`src/rtl/pwm_edge_gen.sv`:
```
module pwm_edge_gen #(
  parameter int W  = 16,
  parameter int PW = 8,
  parameter int FW = 4
) (
  input  logic          clk,
  input  logic          rst_n,
  input  logic          run,
  input  logic [PW-1:0] presc,
  input  logic          wr_en,
  input  logic [1:0]    wr_sel,
  input  logic [W-1:0]  wr_data,
  input  logic          ldok_set,
  input  logic          rl_full,
  input  logic          rl_half,
  input  logic [FW-1:0] rl_div,
  output logic          ldok,
  output logic [W-1:0]  cnt_out,
  output logic          pwm_out
);

  logic signed [W-1:0] cnt, init_a, mod_a, on_a, off_a;
  logic signed [W-1:0] init_s, mod_s, on_s, off_s;
  logic signed [W:0]   span_sum;
  logic [W-1:0]        half_pt;
  logic [PW-1:0]       pcnt;
  logic [FW-1:0]       rl_cnt;
  logic                tick, at_end, opp, xfer, pwm_q;

  assign tick     = run && (pcnt >= presc);
  assign span_sum = init_a + mod_a;
  assign half_pt  = span_sum[W:1];
  assign at_end   = (cnt == mod_a);
  assign opp      = tick && ((rl_full && at_end) || (rl_half && (cnt == half_pt)));
  assign xfer     = opp && ldok && (rl_cnt == rl_div);
  assign cnt_out  = cnt;
  assign pwm_out  = pwm_q;

  always_ff @(posedge clk or negedge rst_n) begin
    if (!rst_n) begin
      init_s <= '0; mod_s <= '0; on_s <= '0; off_s <= '0;
    end else if (wr_en) begin
      case (wr_sel)
        2'd0: init_s <= wr_data;
        2'd1: mod_s  <= wr_data;
        2'd2: on_s   <= wr_data;
        default: off_s <= wr_data;
      endcase
    end
  end

  always_ff @(posedge clk or negedge rst_n) begin
    if (!rst_n) begin
      init_a <= '0; mod_a <= '0; on_a <= '0; off_a <= '0;
    end else if (xfer) begin
      init_a <= init_s; mod_a <= mod_s; on_a <= on_s; off_a <= off_s;
    end
  end

  always_ff @(posedge clk or negedge rst_n) begin
    if (!rst_n)        ldok <= 1'b0;
    else if (ldok_set) ldok <= 1'b1;
    else if (xfer)     ldok <= 1'b0;
  end

  always_ff @(posedge clk or negedge rst_n) begin
    if (!rst_n)     rl_cnt <= '0;
    else if (!ldok) rl_cnt <= '0;
    else if (opp)   rl_cnt <= xfer ? '0 : rl_cnt + FW'(1);
  end

  always_ff @(posedge clk or negedge rst_n) begin
    if (!rst_n)                pcnt <= '0;
    else if (!run || tick)     pcnt <= '0;
    else                       pcnt <= pcnt + PW'(1);
  end

  always_ff @(posedge clk or negedge rst_n) begin
    if (!rst_n)      cnt <= '0;
    else if (!run)   cnt <= init_a;
    else if (tick)   cnt <= at_end ? (xfer ? init_s : init_a) : cnt + W'(1);
  end

  always_ff @(posedge clk or negedge rst_n) begin
    if (!rst_n)               pwm_q <= 1'b0;
    else if (!run)            pwm_q <= 1'b0;
    else if (cnt == off_a)    pwm_q <= 1'b0;
    else if (cnt == on_a)     pwm_q <= 1'b1;
  end

  a_r2_wrap_to_start: assert property (@(posedge clk) disable iff (!rst_n)
    (run && tick && at_end) |=> (cnt == init_a));

  a_r4_fall_wins: assert property (@(posedge clk) disable iff (!rst_n)
    (run && cnt == off_a) |=> !pwm_out);

  a_r6_no_load_without_ok: assert property (@(posedge clk) disable iff (!rst_n)
    !ldok |=> ($stable(mod_a) && $stable(off_a) && $stable(on_a)));

  a_r9_ok_clears: assert property (@(posedge clk) disable iff (!rst_n)
    (xfer && !ldok_set) |=> !ldok);

  a_r10_hold_between_ticks: assert property (@(posedge clk) disable iff (!rst_n)
    (run && !tick) |=> $stable(cnt));

  a_r11_idle_low: assert property (@(posedge clk) disable iff (!rst_n)
    !run |=> (!pwm_out && cnt == init_a));

endmodule

```
`config.mk`:
```
export PLATFORM = sky130hd
export DESIGN_NAME = pwm_edge_gen
export DESIGN_NICKNAME = d
export VERILOG_FILES = /design/src/rtl/pwm_edge_gen.sv
export SDC_FILE = /design/constraint.sdc
export NUM_CORES = 1
export LEC_CHECK = 0
export BUFFER_PORTS_ARGS = -buffer_cell sky130_fd_sc_hd__buf_2
export CAP_MARGIN = 10
export CORE_ASPECT_RATIO = 0.7
export CORE_MARGIN = 3
export CORE_UTILIZATION = 30
export DETAILED_ROUTE_END_ITERATION = 7
export PLACE_DENSITY = 0.47
export SLEW_MARGIN = 20
export SYNTH_ARGS = -nofsm -noshare
export SYNTH_HDL_FRONTEND = slang
export SYNTH_SLANG_ARGS = --single-unit
```
`constraint.sdc`:
```
create_clock -name clk -period 3.6 [get_ports clk]
set_input_delay 0.72 -clock clk [delete_from_list [all_inputs] [get_ports clk]]
set_output_delay 0.72 -clock clk [all_outputs]
set_load 0.01 [all_outputs]
```
==> qor.yml, run 1 <==
outcome:
  status: "completed"
logic_synthesis:
  mappedNetlistNets: 845
  netlist_area_um2: 9131
  postSynthAreaPerCell_um2: 11.69
  synthArstFlopShare: 1.000
  synth_seq_cells: 158
  synth_cells: 781
  yosysWarningCount: 0
  synth-seq-area-share: 0.4330
  synth_cell_types: 75
  synth_top_flop_cell: "sky130_fd_sc_hd__dfrtp_1"
  synth_edf_count: 0
clock_tree:
  cts_tree: "yes"
  cts-root-buf: "sky130_fd_sc_hd__clkbuf_16"
  cts_htree_levels: 4
  clockBufferDepth: 2
  cts_hold_buffers: 0
  worstSkewPairLatency_ns: 0.44
  clkSlewWorstSetupHoldPaths_ns: 0.07
  tritoncts_num_sinks: 158
  cts-buffers-inserted: 17
timing:
  timing_max_transition_violations_final: 0
  worst_pin_slew_ns: 1.135
  final_min_period_ns: 3.528
  timing.clock.skew_ns: 0.01152
  finalHoldViolations: 0
  rsz0062_at_grt: "true"
  f_max_mhz: 283.5
  worst_slew_margin_rel: 0.2365
  layout_worst_path_cycle_share: 0.9799
  post-route-worst-setup-slack_ns: 0.07243
  fin_hold_ws_ns: 0.3008
  setup_violations: 0
worst_setup_path:
  crit-reg2reg-launch: "init_a[3]$_DFF_PN0_"
  worst_path_max_delay_cell: "sky130_fd_sc_hd__or4_1"
  critical_path.max_fanout: 8
  cpPeakStageDelay_ns: 0.54
  cp_num_buf_inv: 2
  reg2regPathDepth: 12
  worst-r2r-setup-slack_ns: 0.07
  cp_launch_type: "register"
  worst-endpoint-arrival_ns: 3.85
  worst-endpoint-required_ns: 3.92
  critical_path.reg2reg.endpoint: "mod_a[6]$_DFFE_PN0P_"
  path_delay_family: "simple AND/OR/NAND/NOR gates"
  path_cells: "ha_4 > a21oi_4 > a2111oi_4 > o21ba_2 > or4_1 > nor4_2 > nand4b_1 > o41a_4 > nor2_8 > buf_12 > clkbuf_16 > mux2_4"
  worst_setup_path_end_kind: "register"
  critical_path_class: "register to register"
detailed_routing:
  dr_wl_met3_mm: 1.537
  wl_met1_mm: 15.53
  number_of_drc_violations_after_detailed_routing_iteration_0: 433
  drc: 0
  drt-pass1-iter-count: 5
  vias_per_cell: 5.038
  ant_nets: 0
  total_met2_wirelength_after_detailed_routing_mm: 10.66
  routed_wirelength_mm: 28.00
  via_count: 6706
  drt-wirelength-per-cell_um: 21.03
  top_layer_used: "met4"
die:
  die_width_um: 214.5
  std_cell_rows: 52
  floorplan.io_pins: 55
  start_util: 0.3105
  overall_die_area_um2: 32600
  dieHeight_um: 152.0
  core_um2: 29410
place:
  dp_worst_setup_slack_ns: -0.02736
  dp_cells: 1285
  gp_routability_congestion: 0.9469
  dp.final_hpwl_mm: 20.28
  placement.cell_area_um2: 10360
  buffer_ports.inserted: 54
global_route:
  grt.overflow.total: 0
  grt_first_pass_wirelength_mm: 41.81
  grtUsageTotal: 0.1693
  antenna_found_initial: 0
  first_global_vias: 6436
  maximum_number_of_pins_on_one_net_before_global_route_repair: 73
finish:
  stdcell_area_um2: 11530
  layout.filler_cells: 2929
  layout_cell_share_with_drive_strength_beyond_1: 0.4022
  layout-area-overhead-vs-synth_pct: 26.32
  finalNetCount: 976
  final_common_cell: "sky130_fd_sc_hd__dfrtp_1"
  most-common-layout-cells: "sky130_fd_sc_hd__dfrtp_1 (158), sky130_fd_sc_hd__buf_4 (82), sky130_fd_sc_hd__mux2_4 (64), sky130_fd_sc_hd__mux2_2 (64), sky130_fd_sc_hd__buf_2 (53)"
  instances_no_fill: 1331
power_and_ir_drop:
  total_leakage_power_nw: 5.271
  power-per-cell-area_nw_per_um2: 400.8
  worst_ir_drop_vdd_v: 0.0001969
job:
  max_cap_violations: 0
min_path:
  min_path_type: "input pin to asynchronous set/reset pin"
[report_power, final]
part	total [W]	switching, W	internal, W
combinational	0.000614	0.000314	0.000300
clock	0.00195	0.000776	0.00117
sequential	0.00206	0.000122	0.00194
[sequential cells by signal, indices dropped and copies added (netlist names)]
signal / count
cnt_out: 16
init_a: 16
init_s: 16
ldok: 1
mod_a: 16
mod_s: 16
off_a: 16
off_s: 16
on_a: 16
on_s: 16
pcnt: 8
pwm_out: 1
rl_cnt: 4
[final cells by class]
class	count	area (µm²)	share of cell area
multi-input cells	564	5146	0.4461
flip-flops and latches	158	3954	0.3428
repair buffers	153	1225	0.1062
well taps	405	506.7	0.04393
clock buffers	22	484.2	0.04198
clock inverters	10	148.9	0.01291
inverters	18	67.56	0.005857
diodes	1	2.502	0.0002169
[through the flow]
| stage | TNS (ns) | util | power (W) |
|---|---|---|---|
| floorplan | 0 | - | 0.002415 |
| global placement | -3.412 | 0.3522 | 0.002668 |
| detailed placement | -0.5826 | 0.3522 | 0.002678 |
| CTS | -0.6789 | 0.3739 | 0.004654 |
| global route | -1.085 | 0.3921 | 0.004830 |
| finish | 0 | 0.3922 | 0.004623 |
[synth_stat cells (14+ instances only)]
| cell type | n | area [µm²] |
|---|---|---|
| sky130_fd_sc_hd__dfrtp_1 | 158 | 3954 |
| sky130_fd_sc_hd__mux2_2 | 68 | 765.7 |
| sky130_fd_sc_hd__mux2_4 | 60 | 900.9 |
| sky130_fd_sc_hd__xnor2_1 | 46 | 402.9 |
| sky130_fd_sc_hd__nor2_1 | 37 | 138.9 |
| sky130_fd_sc_hd__o21ai_0 | 34 | 170.2 |
| sky130_fd_sc_hd__xor2_1 | 33 | 289.0 |
| sky130_fd_sc_hd__nand2_1 | 30 | 112.6 |
| sky130_fd_sc_hd__ha_1 | 26 | 325.3 |
| sky130_fd_sc_hd__a21oi_1 | 23 | 115.1 |
| sky130_fd_sc_hd__nand3_1 | 23 | 115.1 |
| sky130_fd_sc_hd__clkbuf_1 | 21 | 78.83 |
| sky130_fd_sc_hd__inv_1 | 18 | 67.56 |
| sky130_fd_sc_hd__and3_1 | 14 | 87.58 |
| sky130_fd_sc_hd__nand4_1 | 14 | 87.58 |
[cell families after synthesis]
| logic type | share of synthesized area |
|---|---|
| flops | 0.4330 |
| simple gates | 0.1047 |
| compound gates | 0.1224 |
| xor+xnor | 0.07577 |
| fa+ha+maj | 0.03782 |
| mux | 0.1880 |
| buf+inv | 0.03837 |
[repair_timing]
item,in CTS,in global routing
endpoints found under the setup margin,42,84
gates resized for setup,1,63
setup buffers,0,8
hold endpoints to repair,0,0
pin swaps,0,11
gates cloned,0,5
[worst max path at each step]
stage / slack [ns] / from / cells past startpoint / to
after detailed placement: -0.03 / init_a[1]$_DFF_PN0_ / 12 / mod_a[15]$_DFFE_PN0P_
after global routing: -0.05 / mod_a[0]$_DFFE_PN0P_ / 11 / rl_cnt[2]$_DFFE_PN0P_
after global placement: -0.1 / init_a[10]$_DFF_PN0_ / 11 / off_a[0]$_DFFE_PN0P_
after floorplan: 0.10 / init_a[1]$_DFF_PN0_ / 12 / init_a[0]$_DFF_PN0_
after CTS: -0.03 / mod_a[0]$_DFFE_PN0P_ / 12 / mod_a[15]$_DFFE_PN0P_
final: 0.07 / init_a[3]$_DFF_PN0_ / 12 / mod_a[6]$_DFFE_PN0P_
[metal layers]
| layer | track usage | vias to the layer above |
|---|---|---|
| met5 | 0 | - |
| met4 | 0.03767 | 0 |
| met3 | 0.03753 | 19 |
| met2 | 0.2137 | 142 |
| met1 | 0.2825 | 3395 |
| li1 | - | 3150 |
No activity file was read; power rests on OpenSTA's default activity.
==> run 2: changes to the inputs <==
==> constraint.sdc (replaced) <==
create_clock -name clk -period 3.6 [get_ports clk]
set_input_delay 0.36 -clock clk [delete_from_list [all_inputs] [get_ports clk]]
set_output_delay 0.36 -clock clk [all_outputs]
set_load 0.01 [all_outputs]
==> qor.yml, run 2 (synthesized netlist as in run 1, its figures left out) <==
worst_setup_path:
  worst-endpoint-arrival_ns: 3.90
  cp_launch_type: "register"
  path_common_cell: "sky130_fd_sc_hd__buf_4"
  path_cells: "ha_4 > a21oi_2 > nand2_1 > buf_4 > a221oi_2 > buf_4 > mux2i_4 > and3_4 > nand4b_1 > o41a_4 > nor2_8 > buf_4 > buf_12 > mux2_2"
  critical_path_class: "register to register"
  worst-endpoint-required_ns: 3.92
  worst_setup_path_end_kind: "register"
  cpPeakStageDelay_ns: 0.42
  worst_path_max_delay_cell: "sky130_fd_sc_hd__dfrtp_1"
  critical_path.max_fanout: 12
timing:
  f_max_mhz: 279.8
  layout_worst_path_cycle_share: 0.9926
  post-route-worst-setup-slack_ns: 0.02655
  timing.clock.skew_ns: 0.01024
  tns_ns: 0
  finalHoldViolations: 0
  rsz0062_at_grt: "true"
  worst_slew_margin_rel: 0.2908
  setup_violations: 0
  final_min_period_ns: 3.573
  worst_pin_slew_ns: 1.061
  timing_max_transition_violations_final: 0
finish:
  final_common_cell: "sky130_fd_sc_hd__dfrtp_1"
  layout-area-overhead-vs-synth_pct: 25.43
  most-common-layout-cells: "sky130_fd_sc_hd__dfrtp_1 (158), sky130_fd_sc_hd__buf_4 (82), sky130_fd_sc_hd__mux2_2 (67)"
  instances_no_fill: 1331
  layout_cell_share_with_drive_strength_beyond_1: 0.3909
  finalNetCount: 977
  diodes: 0
  stdcell_area_um2: 11450
  layout.filler_cells: 2916
detailed_routing:
  drt-pass1-iter-count: 6
  vias_per_cell: 5.084
  ant_nets: 0
  drt-wirelength-per-cell_um: 21.39
  number_of_drc_violations_after_detailed_routing_iteration_0: 574
  routed_wirelength_mm: 28.46
  drc: 0
  via_count: 6767
die:
  dieHeight_um: 152.0
  die_width_um: 214.5
  std_cell_rows: 52
  start_util: 0.3105
  core_um2: 29410
  overall_die_area_um2: 32600
  floorplan.io_pins: 55
place:
  placement.cell_area_um2: 10320
  buffer_ports.inserted: 54
  dp.final_hpwl_mm: 20.12
  dp_worst_setup_slack_ns: -0.04451
  dp_cells: 1280
  gp_routability_congestion: 0.9533
clock_tree:
  cts_tree: "yes"
  cts-buffers-inserted: 17
  worstSkewPairLatency_ns: 0.44
  clockBufferDepth: 2
  cts_htree_levels: 4
  tritoncts_num_sinks: 158
  cts-root-buf: "sky130_fd_sc_hd__clkbuf_16"
  clkSlewWorstSetupHoldPaths_ns: 0.06
global_route:
  first_global_vias: 6432
  grtUsageTotal: 0.1714
  grt_first_pass_wirelength_mm: 41.92
  maximum_number_of_pins_on_one_net_before_global_route_repair: 75
  antenna_found_initial: 0
  grt.overflow.total: 0
power_and_ir_drop:
  total_leakage_power_nw: 5.263
  power-per-cell-area_nw_per_um2: 393.0
  worst_ir_drop_vdd_v: 0.0002736
  power_w: 0.004501
job:
  max_cap_violations: 0
min_path:
  min_path_type: "input pin to register"
outcome:
  status: "completed"
[run 2: stage by stage]
| stage | hold slack (ns) | utilization |
|---|---|---|
| 3_3_place_gp | 0.4555 | 0.3509 |
| 2_1_floorplan | 0.06441 | - |
| 3_5_place_dp | 0.4523 | 0.3509 |
| 4_1_cts | 0.1635 | 0.3752 |
| 5_1_grt | 0.1938 | 0.3895 |
| 6_report | 0.1925 | 0.3895 |
[run 2: repair_timing]
item,CTS,global route
buffers inserted,2,10
pin swaps,2,6
endpoints found under the setup margin,56,83
gates resized for setup,13,46
cloned,1,5
hold buffers,1,0
endpoints found under the hold margin,72,0
[run 2: final timing paths]
path	from	end	slack (ns)	depth (start not counted)
min in group asynchronous	rst_n	off_a[8]$_DFFE_PN0P_	0.51	2
worst min-delay path	ldok_set	ldok$_DFFE_PN0P_	0.19	3
worst max-delay path	init_a[2]$_DFF_PN0_	mod_a[8]$_DFFE_PN0P_	0.03	14
worst min register to register	mod_s[13]$_DFFE_PN0P_	mod_a[13]$_DFFE_PN0P_	0.50	1
worst max register to register	init_a[2]$_DFF_PN0_	mod_a[8]$_DFFE_PN0P_	0.03	14
max in group asynchronous	rst_n	mod_a[10]$_DFFE_PN0P_	2.14	3
[run 2: final cells by class]
cell class                      instances  area, µm²  area share
Clock buffer                           22      444.2     0.03878
Clock inverter                         10      138.9     0.01213
Inverter                               18      67.56    0.005899
Multi-Input combinational cell        564       5112      0.4464
Sequential cell                       158       3954      0.3452
Tap cell                              405      506.7     0.04424
Timing Repair Buffer                  154       1230      0.1074
[run 2: worst max-delay path, delay by kind of cell (launching register included)]
kind / cells / cell delay (ns)
compound gates: 3 / 0.86
flops: 1 / 0.42
buf+inv: 4 / 0.63
fa+ha+maj: 1 / 0.29
mux: 2 / 0.60
simple gates: 4 / 0.62
[run 2: power breakdown]
group / switching [W] / internal [W] / leakage [nW]
combinational: 0.000309 / 0.000300 / 2.92
clock: 0.000744 / 0.00109 / 0.282
sequential: 0.000121 / 0.00194 / 2.06
total: 0.00117 / 0.00333 / 5.26
[run 2: layer usage]
| metal | global-route usage | share of wire |
|---|---|---|
| met4 | 0.04432 | 0.013 |
| met1 | 0.2797 | 0.54 |
| met3 | 0.03574 | 0.057 |
| met2 | 0.2229 | 0.39 |
| met5 | 0 | 0 |
==> run 3: changes to the inputs <==
PLACE_DENSITY = 0.45   (was 0.47)
clock period = 3.3 ns   (was 3.6 ns; I/O delays follow)
==> qor.yml, run 3 (synthesized netlist as in run 1, its figures left out) <==
outcome:
  status: "complete, but fails checks"
  failed_checks: "negative setup slack"
worst_setup_path:
  worst_setup_path_end_kind: "register"
  worst-r2r-setup-slack_ns: -0.24
  critical_path_class: "register to register"
  reg2regPathDepth: 11
  cp_launch_type: "register"
  critical_path.reg2reg.endpoint: "off_a[10]$_DFFE_PN0P_"
  critical_path.max_fanout: 13
  worst-endpoint-required_ns: 3.62
  worst-endpoint-arrival_ns: 3.87
  crit-reg2reg-launch: "mod_a[10]$_DFFE_PN0P_"
finish:
  finalNetCount: 1026
  final_common_cell: "sky130_fd_sc_hd__dfrtp_1"
  most-common-layout-cells: "sky130_fd_sc_hd__dfrtp_1 (157), sky130_fd_sc_hd__buf_4 (128), sky130_fd_sc_hd__mux2_4 (64), sky130_fd_sc_hd__mux2_2 (64), sky130_fd_sc_hd__buf_2 (53)"
  layout_cell_share_with_drive_strength_beyond_1: 0.4369
  layout.filler_cells: 2875
  post-route-util: 0.4069
  layout-area-overhead-vs-synth_pct: 31.04
  diodes: 0
place:
  buffer_ports.inserted: 54
  dp.final_hpwl_mm: 20.88
  dp_worst_setup_slack_ns: -0.3898
  gp_routability_congestion: 0.9141
clock_tree:
  cts-root-buf: "sky130_fd_sc_hd__clkbuf_16"
  worstSkewPairLatency_ns: 0.44
  clkSlewWorstSetupHoldPaths_ns: 0.07
  cts_htree_levels: 4
  clockBufferDepth: 2
  cts_tree: "yes"
  tritoncts_num_sinks: 158
  cts-buffers-inserted: 17
detailed_routing:
  number_of_drc_violations_after_detailed_routing_iteration_0: 418
  routed_wirelength_mm: 28.25
  dr_wl_met3_mm: 1.611
  wl_met1_mm: 15.32
  via_count: 6759
  drt-pass1-iter-count: 5
  drt-wirelength-per-cell_um: 20.47
  ant_nets: 0
  vias_per_cell: 4.898
  top_layer_used: "met4"
  total_met2_wirelength_after_detailed_routing_mm: 11.02
  drc: 0
power_and_ir_drop:
  power-per-cell-area_nw_per_um2: 421.6
  total_leakage_power_nw: 5.568
  worst_ir_drop_vdd_v: 0.0002467
die:
  std_cell_rows: 52
  start_util: 0.3105
  dieHeight_um: 152.0
  overall_die_area_um2: 32600
  core_um2: 29410
  die_width_um: 214.5
  floorplan.io_pins: 55
timing:
  worst_pin_slew_ns: 0.6348
  post-route-worst-setup-slack_ns: -0.2448
  finalHoldViolations: 0
  timing.clock.skew_ns: 0.01173
  fin_hold_ws_ns: 0.1509
  final_min_period_ns: 3.545
  setup_violations: 64
  rsz0062_at_grt: "true"
  timing_max_transition_violations_final: 0
  layout_worst_path_cycle_share: 1.074
  tns_ns: -12.90
  worst_slew_margin_rel: 0.5729
  f_max_mhz: 282.1
global_route:
  antenna_found_initial: 0
  grtUsageTotal: 0.1764
  grt_first_pass_wirelength_mm: 43.28
  first_global_vias: 6702
  grt.overflow.total: 0
  maximum_number_of_pins_on_one_net_before_global_route_repair: 63
min_path:
  min_from: "ldok_set"
  worst_hold_path.endpoint: "ldok$_DFFE_PN0P_"
  min_path_type: "input pin to register"
  worst_hold_path.num_cells: 3
job:
  max_cap_violations: 0
## run 3: where the power goes
| group | switching (W) | total, W | internal [W] |
|---|---|---|---|
| sequential | 0.000132 | 0.00225 | 0.00211 |
| combinational | 0.000352 | 0.000699 | 0.000347 |
| clock | 0.000842 | 0.00210 | 0.00126 |
## run 3: final cells by class
type	count	area (µm²)	area share
Clock buffer	21	470.5	0.03932
Clock inverter	11	153.9	0.01286
Inverter	18	67.56	0.005647
Multi-Input combinational cell	564	5207	0.4352
Sequential cell	158	3955	0.3305
Tap cell	405	506.7	0.04235
Timing Repair Buffer	203	1604	0.1341
## run 3: per-layer routing
| layer | vias to the layer above | GRT usage |
|---|---|---|
| met5 | - | 0 |
| met4 | 0 | 0.04337 |
| met3 | 19 | 0.04153 |
| met2 | 154 | 0.2323 |
| met1 | 3359 | 0.2831 |
| li1 | 3227 | - |
## run 3: worst max-delay path by stage
stage,endpoint,from,cells after the start,slack [ns]
3_5_place_dp,off_a[6]$_DFFE_PN0P_,mod_a[3]$_DFFE_PN0P_,11,-0.39
2_1_floorplan,init_a[0]$_DFF_PN0_,mod_a[3]$_DFFE_PN0P_,12,-0.12
3_3_place_gp,mod_a[10]$_DFFE_PN0P_,mod_a[3]$_DFFE_PN0P_,11,-0.38
4_1_cts,mod_a[10]$_DFFE_PN0P_,mod_a[3]$_DFFE_PN0P_,12,-0.19
6_report,off_a[10]$_DFFE_PN0P_,mod_a[10]$_DFFE_PN0P_,11,-0.24
5_1_grt,off_a[10]$_DFFE_PN0P_,init_a[1]$_DFF_PN0_,14,-0.32
## run 3: repair_timing
action | CTS | global route
hold endpoints to repair | 59 | 0
gates resized for setup | 31 | 48
hold buffers | 1 | 0
endpoints found under the setup margin | 84 | 85
cloned | 0 | 3
pin swaps | 5 | 27
setup buffers | 4 | 5
## run 3: per-stage QoR
stage / total power, W / instance area (µm²) / cells
floorplan: 0.002635 / 9150 / 781
global placement: 0.002933 / 10780 / 1336
detailed placement: 0.002941 / 10780 / 1336
CTS: 0.005098 / 11630 / 1373
global route: 0.005278 / 11970 / 1380
finish: 0.005045 / 11970 / 1380
## run 3: worst max-delay path: stages (launching register included)
cell and delay (ns):
sky130_fd_sc_hd__dfrtp_1 0.40, sky130_fd_sc_hd__ha_1 0.31, sky130_fd_sc_hd__xor2_1 0.36, sky130_fd_sc_hd__o21ba_2 0.23, sky130_fd_sc_hd__or4_4 0.54, sky130_fd_sc_hd__nor4_4 0.22
sky130_fd_sc_hd__nand4b_1 0.16, sky130_fd_sc_hd__o41a_4 0.41, sky130_fd_sc_hd__nor2_8 0.11, sky130_fd_sc_hd__buf_12 0.18, sky130_fd_sc_hd__buf_12 0.18, sky130_fd_sc_hd__mux2_4 0.31
